File: src/rtl/recirc_field_pkg.sv
package recirc_field_pkg;

    typedef enum logic [1:0] {
        MODE_IDLE = 2'd0,
        MODE_PLAY = 2'd1,
        MODE_LOAD = 2'd2
    } fld_mode_e;

endpackage

File: src/rtl/rf_shift_chain.sv
module rf_shift_chain
    import recirc_field_pkg::*;
#(
    parameter int unsigned BITS  = 64,
    parameter int unsigned LEN_W = 6
) (
    input  logic             clk,
    input  logic             rst_n,
    input  fld_mode_e        mode,
    input  logic [LEN_W-1:0] len_m1,
    input  logic             ser_in,
    output logic             tap
);

    typedef struct packed {
        logic [BITS-1:0] bits;
    } chain_t;

    chain_t          chain_d, chain_q;
    logic [BITS-1:0] stage_d;

    // Per-stage multiplexer: chain input, feedback from stage 0, or hold.
    for (genvar i = 0; i < BITS; i++) begin : g_stage
        logic upper_in;
        logic loop_in;
        if (i == BITS - 1) begin : g_top
            assign upper_in = ser_in;
            assign loop_in  = chain_q.bits[0];
        end else begin : g_mid
            assign upper_in = chain_q.bits[i+1];
            assign loop_in  = (len_m1 == LEN_W'(i)) ? chain_q.bits[0]
                                                    : chain_q.bits[i+1];
        end
        assign stage_d[i] = (mode == MODE_LOAD) ? upper_in :
                            ((mode == MODE_PLAY) && (LEN_W'(i) <= len_m1)) ? loop_in :
                            chain_q.bits[i];
    end

    always_comb begin
        chain_d      = chain_q;
        chain_d.bits = stage_d;
    end

    always_ff @(posedge clk or negedge rst_n) begin
        if (!rst_n) begin
            chain_q <= '0;
        end else begin
            chain_q <= chain_d;
        end
    end

    assign tap = chain_q.bits[0];

endmodule

File: src/rtl/rf_pass_counter.sv
module rf_pass_counter
    import recirc_field_pkg::*;
#(
    parameter int unsigned LEN_W = 6
) (
    input  logic             clk,
    input  logic             rst_n,
    input  fld_mode_e        mode,
    input  logic [LEN_W-1:0] len_m1,
    output logic             wrap
);

    typedef struct packed {
        logic [LEN_W-1:0] cnt;
    } pcnt_t;

    pcnt_t pc_d, pc_q;

    always_comb begin
        pc_d = pc_q;
        wrap = 1'b0;
        unique case (mode)
            MODE_LOAD: pc_d.cnt = '0;
            MODE_PLAY: begin
                // >= guards against a length lowered below the current count
                wrap = (pc_q.cnt >= len_m1);
                pc_d.cnt = wrap ? '0 : pc_q.cnt + 1'b1;
            end
            default: pc_d = pc_q;
        endcase
    end

    always_ff @(posedge clk or negedge rst_n) begin
        if (!rst_n) begin
            pc_q <= '0;
        end else begin
            pc_q <= pc_d;
        end
    end

endmodule

File: src/rtl/rf_iter_counter.sv
module rf_iter_counter
    import recirc_field_pkg::*;
#(
    parameter int unsigned ITER_W = 14
) (
    input  logic              clk,
    input  logic              rst_n,
    input  fld_mode_e         mode,
    input  logic              wrap,
    input  logic [ITER_W-1:0] rep_m1,
    output logic              last
);

    typedef struct packed {
        logic [ITER_W-1:0] cnt;
    } icnt_t;

    icnt_t ic_d, ic_q;

    always_comb begin
        ic_d = ic_q;
        last = 1'b0;
        if (mode == MODE_LOAD) begin
            ic_d.cnt = '0;
        end else if (wrap) begin
            last     = (ic_q.cnt >= rep_m1);
            ic_d.cnt = last ? '0 : ic_q.cnt + 1'b1;
        end
    end

    always_ff @(posedge clk or negedge rst_n) begin
        if (!rst_n) begin
            ic_q <= '0;
        end else begin
            ic_q <= ic_d;
        end
    end

endmodule

File: src/rtl/recirc_field.sv
module recirc_field
    import recirc_field_pkg::*;
#(
    parameter int unsigned FIELD_BITS = 64,
    parameter int unsigned ITER_W     = 14,
    localparam int unsigned LEN_W     = $clog2(FIELD_BITS)
) (
    input  logic              clk,
    input  logic              rst_n,
    input  logic              load,
    input  logic              load_bit,
    input  logic              enable,
    input  logic [LEN_W-1:0]  len_m1,
    input  logic [ITER_W-1:0] rep_m1,
    output logic              pat_out,
    output logic              pass_done,
    output logic              field_done
);

    typedef struct packed {
        logic pass;
        logic field;
    } strobe_t;

    fld_mode_e mode;
    logic      wrap;
    logic      last;
    strobe_t   st_d, st_q;

    // Load has priority over enable.
    always_comb begin
        if (load) begin
            mode = MODE_LOAD;
        end else if (enable) begin
            mode = MODE_PLAY;
        end else begin
            mode = MODE_IDLE;
        end
    end

    rf_shift_chain #(
        .BITS  (FIELD_BITS),
        .LEN_W (LEN_W)
    ) u_chain (
        .clk    (clk),
        .rst_n  (rst_n),
        .mode   (mode),
        .len_m1 (len_m1),
        .ser_in (load_bit),
        .tap    (pat_out)
    );

    rf_pass_counter #(
        .LEN_W (LEN_W)
    ) u_pass (
        .clk    (clk),
        .rst_n  (rst_n),
        .mode   (mode),
        .len_m1 (len_m1),
        .wrap   (wrap)
    );

    rf_iter_counter #(
        .ITER_W (ITER_W)
    ) u_iter (
        .clk    (clk),
        .rst_n  (rst_n),
        .mode   (mode),
        .wrap   (wrap),
        .rep_m1 (rep_m1),
        .last   (last)
    );

    always_comb begin
        st_d       = st_q;
        st_d.pass  = wrap;
        st_d.field = last;
    end

    always_ff @(posedge clk or negedge rst_n) begin
        if (!rst_n) begin
            st_q <= '0;
        end else begin
            st_q <= st_d;
        end
    end

    assign pass_done  = st_q.pass;
    assign field_done = st_q.field;

endmodule

File: config.mk
export PLATFORM = sky130hd
export DESIGN_NAME = recirc_field
export DESIGN_NICKNAME = d
export VERILOG_FILES = /design/src/rtl/recirc_field_pkg.sv /design/src/rtl/rf_shift_chain.sv /design/src/rtl/rf_pass_counter.sv /design/src/rtl/rf_iter_counter.sv /design/src/rtl/recirc_field.sv
export SDC_FILE = /design/constraint.sdc
export NUM_CORES = 1
export LEC_CHECK = 0
export ABC_CLOCK_PERIOD_IN_PS = 4230
export CAP_MARGIN = 25
export CORE_MARGIN = 4
export CORE_UTILIZATION = 70
export DETAILED_ROUTE_END_ITERATION = 12
export DONT_BUFFER_PORTS = 1
export GPL_TIMING_DRIVEN = 0
export PLACE_DENSITY = 0.86
export SYNTH_ARGS = -nofsm -noshare
export SYNTH_HDL_FRONTEND = slang
export SYNTH_SLANG_ARGS = --single-unit
File: constraint.sdc
create_clock -name clk -period 4.23 [get_ports clk]
set_clock_uncertainty 0.15 [all_clocks]
set_input_delay 1.0575 -clock clk [delete_from_list [all_inputs] [get_ports clk]]
set_output_delay 1.0575 -clock clk [all_outputs]
set_load 0.02 [all_outputs]
# Yosys cells after proc, flatten, opt, wreduce, memory -nomap -nowiden

Cells that the tools add are included.

Multiplexer cells: 201
Equality and inequality tests: 65
Add/subtract/negate cells: 2
Order comparisons: 66
Reductions and logical operators: 132

Operators by type and width:

| kind                    | number |
|---|---|
| $mux W1                 | 195 |
| $le A6 B6 Y1 const A    | 32 |
| $eq A6 B6 Y1 const B    | 31 |
| $reduce_bool A2 Y1      | 66 |
| $eq A6 B5 Y1 const B    | 16 |
| $le A5 B6 Y1 const A    | 16 |
| $logic_and A1 B1 Y1     | 64 |
| $eq A6 B4 Y1 const B    | 8 |
| $le A4 B6 Y1 const A    | 8 |
| $mux W14                | 3 |
| $eq A6 B3 Y1 const B    | 4 |
| $le A3 B6 Y1 const A    | 4 |
| $add A14 B1 Y14 const B | 1 |
| $ge A14 B14 Y1          | 1 |
| $eq A6 B2 Y1 const B    | 2 |
| $le A1 B6 Y1 const A    | 2 |
| $le A2 B6 Y1 const A    | 2 |
| $pmux W6 S2             | 1 |
| $add A6 B1 Y6 const B   | 1 |
| $eq A6 B1 Y1 const B    | 1 |
| $ge A6 B6 Y1            | 1 |
| $logic_not A6 Y1        | 1 |
| $mux W6                 | 1 |
| $eq A2 B1 Y1 const B    | 1 |
| 4 further kinds         | 4 |

Flip-flop bits (word level): 86
Word-level logic and storage cells: 534
Output and inout bits: 3
Input bits: 25

# Depth between registers and ports, before layout

Word-level depth: 6
Depth in mapped cells: 11
Depth with buffers taken out: 8

# By module

Synthesis repeated with hierarchy kept, for this count alone.

Cells, all modules: 671
Area, all modules: 6257.3 um^2

By module, submodules not included:

| module          | sequential area each (um^2) | cells an instance | area each (um^2) | instances |
|---|---|---|---|---|
| rf_shift_chain  | 1601.5                      | 482               | 4571.9           | 1 |
| rf_iter_counter | 350.3                       | 130               | 1103.6           | 1 |
| rf_pass_counter | 150.1                       | 56                | 518.0            | 1 |
| recirc_field    | 50.0                        | 3                 | 63.8             | 1 |

# Least setup slack after synthesis

No wires, ideal clock.

Path kind: input -> register
Start point: in len_m1[4]
End point: reg u_iter.ic_q[11] in the netlist's numbering
Data arrival time: 2.919 ns
Stages: 10
Required time: 3.997 ns
Path slack: 1.079 ns
Library setup time: 0.083 ns
Path buffers: 3
Cells stage by stage: buf_2 -> inv_1 -> buf_2 -> ha_1 -> nand3_1 -> o21ai_1 -> nand4_1 -> clkbuf_1 -> or3_2 -> o21ai_0

Cells in the longest elaborated chain, start to end: 3

Ends and longest elaborated chain:

| item                                | RTL line              | RTL |
|---|---|---|
| from (decl)                         | recirc_field.sv:13    | `input logic [LEN_W-1:0] len_m1,` |
| $ge A6 B6 Y1                        | rf_pass_counter.sv:26 | `wrap = (pc_q.cnt >= len_m1);` |
| $mux W1                             | rf_pass_counter.sv:22 | `unique case (mode)` |
| $reduce_bool A2 Y1 (no source line) | -                     |  |
| to (signal assigned)                | rf_iter_counter.sv:35 | `ic_q <= ic_d;` |
| to (decl)                           | rf_iter_counter.sv:18 | `icnt_t ic_d, ic_q;` |

No other way between the ends.
A chain may end at the register's enable or synchronous reset.

# Worst setup path after layout

Start point: in len_m1[3]
End point: reg u_iter.ic_q[11] in the netlist's numbering

Same word-level chain as after synthesis.

==> results.py <==
metrics = {
    "worst_setup_path": {
        "worstPathRequired_ns": 4.37,
        "ff2ff_path_depth": 8,
        "critical_path_arrival_ns": 3.59,
        "crit_type": "input port to register",
        "setup.reg_to_reg.worst_slack_ns": 1.31,
        "crit_path_end_kind": "register",
        "path_max_fanout": 10,
        "rr_startpoint": "u_iter.ic_q[7]$_DFFE_PN0P_",
        "timing.rr.end": "u_iter.ic_q[11]$_DFFE_PN0P_",
        "startpoint_type": "input port",
    },
    "yosys": {
        "synthTopCellsByArea": "dfrtp_1 (38%), mux2i_1 (8.0%), nand2_1 (6.8%)",
        "yosysTopAreaCell": "dfrtp_1",
        "ys_ff_latch": 86,
        "async_flop_share_pct": 100.0,
        "ys.flop_type": "dfrtp_1",
        "avgSynthCellArea_um2": 8.207,
        "netlist_instances": 690,
        "ys_types": 52,
        "ys_warn_count": 0,
        "syn_nets": 737,
        "ys_seq_area_share_pct": 38.00,
        "yosys.area.top_type_share_pct": 38.00,
        "synth_area_um2": 5663,
        "synth_edf_count": 0,
    },
    "global_route": {
        "grt_pass1_wl_mm": 28.02,
        "grt_use_total_pct": 37.06,
        "grt_pass1_vias": 5469,
        "grt_max_degree": 87,
        "antenna_found_initial": 0,
        "grt.overflow.total": 0,
    },
    "sta": {
        "fmax_ghz": 0.2896,
        "layout_setup_ws_ns": 0.7771,
        "finalCriticalPeriod_ns": 3.453,
        "final.period_utilization_pct": 81.63,
        "hold_viol_final": 0,
        "whs_ns": 0.2286,
        "tightest_slew_ns": 1.140,
        "grt_setup_unrepaired": "no",
        "slew_headroom_pct": 23.73,
        "tns_ns": 0,
        "setup_viol": 0,
        "slew_viol_final": 0,
    },
    "power": {
        "power_w": 0.002231,
        "leakage_nw": 2.671,
        "ir_worst_vdd_uv": 248.5,
        "power_density_nw_per_um2": 372.6,
    },
    "clock_network": {
        "htreeDepth": 3,
        "clkSinkCount": 86,
        "cts_resized": 0,
        "ctsHoldBuffers": 0,
        "path_clk_slew_ns": 0.08,
        "post_cts_buffers": 0,
        "clockBufferDepth": 2,
        "clk_latency_ns": 0.37,
        "cts_buffers": 9,
        "ctsRootBufferMaster": "clkbuf_8",
        "cts_tree": "done",
    },
    "hold_path": {
        "min_path_type": "input port to async pin",
    },
    "route": {
        "drc": 0,
        "drt_iter0_drc": 745,
        "ant_nets": 0,
        "first_pass_iters": 5,
        "viasPerCell": 6.887,
        "vias": 5565,
        "avgRoutedWirePerCell_um": 21.83,
        "routed_wirelength_mm": 17.64,
    },
    "final_layout": {
        "final_core_util_pct": 76.71,
        "drive_above_1_share_pct": 7.507,
        "antenna_cells": 0,
        "fin_nets": 748,
        "areaGrowthSynthToFinish_pct": 5.767,
        "fillers": 573,
    },
    "placement": {
        "gp_congestion": 1.029,
        "hpwlAfterDp_mm": 12.74,
        "post-place-ws_ns": 0.4892,
        "port_buffers": 0,
    },
    "die": {
        "core_um2": 7807,
        "io_pins": 28,
        "start_util_pct": 72.53,
        "die_w_um": 97.95,
        "placementRows": 32,
        "die_h_um": 97.95,
        "die_area_um2": 9593,
    },
    "job": {
        "max-cap-violations": 0,
    },
    "outcome": {
        "status": "finished clean",
    },
}
cell usage in the layout (no fill, tap or decap), types with 10 or more instances in the layout:
cell	synthesis	final
nand2_1	102	102
nor2_1	64	64
clkbuf_8	0	10
ha_1	22	22
nand3_1	26	26
mux2_2	24	24
a21oi_1	70	70
nor3_1	13	13
clkbuf_1	31	31
dfrtp_1	86	86
mux2i_1	45	45
o21ai_0	65	65
a31oi_1	15	15
inv_1	32	32
registers in the layout (all words and copies together), names as in the netlist:
signal           flops
field_done           1
pass_done            1
u_chain.chain_q     64
u_iter.ic_q         14
u_pass.pc_q          6
through the flow:
stage / cells / instance area, um^2
final: 808 / 5989
after global routing: 808 / 5989
after CTS: 808 / 5989
after detailed placement: 792 / 5791
after global placement: 792 / 5791
after floorplan: 690 / 5663
power breakdown:
part           leakage (nW)  internal, W  switching [W]
logic                  1.50     0.000205       0.000333
registers              1.07     0.000987       0.000106
clock network         0.102     0.000287       0.000313
layer usage:
layer  wire [um]  track usage [%]  vias to the layer above
met3        2064            9.000                       78
met4         767            15.55                        0
met1        7044            51.22                     2608
li1            -                -                     2467
met5           0                0                        -
met2        7762            55.92                      412
area by class of cell:
| cell class | instances | area (um^2) | share of cell area, % |
|---|---|---|---|
| Multi-Input combinational cell | 534 | 3242 | 54.13 |
| Sequential cell | 86 | 2152 | 35.93 |
| Buffer | 37 | 145.1 | 2.423 |
| Clock buffer | 10 | 137.6 | 2.298 |
| Tap cell | 102 | 127.6 | 2.131 |
| Inverter | 33 | 123.9 | 2.068 |
| Clock inverter | 6 | 61.31 | 1.024 |
kinds of logic after synthesis:
family	synth area share, %
and+or+nand+nor	20.24
AOI/OAI and AO/OA	19.11
xor gates and xnor gates	0.3094
buffers and inverters	4.750
muxes	12.73
DFF	38.00
adders and majority gates	4.861
critical path, stage by stage:
cell and delay, ns:
inv_1 0.09, clkbuf_1 0.52, ha_1 0.25, nand3_1 0.09, o21ai_1 0.45, nand4_1 0.28
clkbuf_1 0.30, or3_2 0.46, o21ai_0 0.08
worst max path at each step:
stage                                        to  startpoint  slack, ns
floorplan           u_iter.ic_q[11]$_DFFE_PN0P_   len_m1[4]       1.08
global placement    u_iter.ic_q[11]$_DFFE_PN0P_   len_m1[3]       0.59
detailed placement  u_iter.ic_q[11]$_DFFE_PN0P_   len_m1[4]       0.49
CTS                 u_iter.ic_q[11]$_DFFE_PN0P_   len_m1[4]       0.86
global route        u_iter.ic_q[11]$_DFFE_PN0P_   len_m1[4]       0.63
finish              u_iter.ic_q[11]$_DFFE_PN0P_   len_m1[3]       0.78
Yosys cell counts, drive strengths merged (2+ instances only):
library cell  instances
nand2               102
mux2i                45
nor4                  2
inv                  32
nand4                 8
or3                   9
a31oi                15
and2                  5
o32ai                 4
nor2                 64
nor2b                 2
mux2                 24
a21boi                3
nand2b                9
dfrtp                86
a21oi                70
or2                   4
nand3                26
o31ai                 9
a21o                  6
buf                   6
o311ai                2
nor3                 14
ha                   22
o21ai                66
xor2                  2
and3                  3
clkbuf               31
o22a                  3
a221oi                3
(Power assumes the default switching activity.)
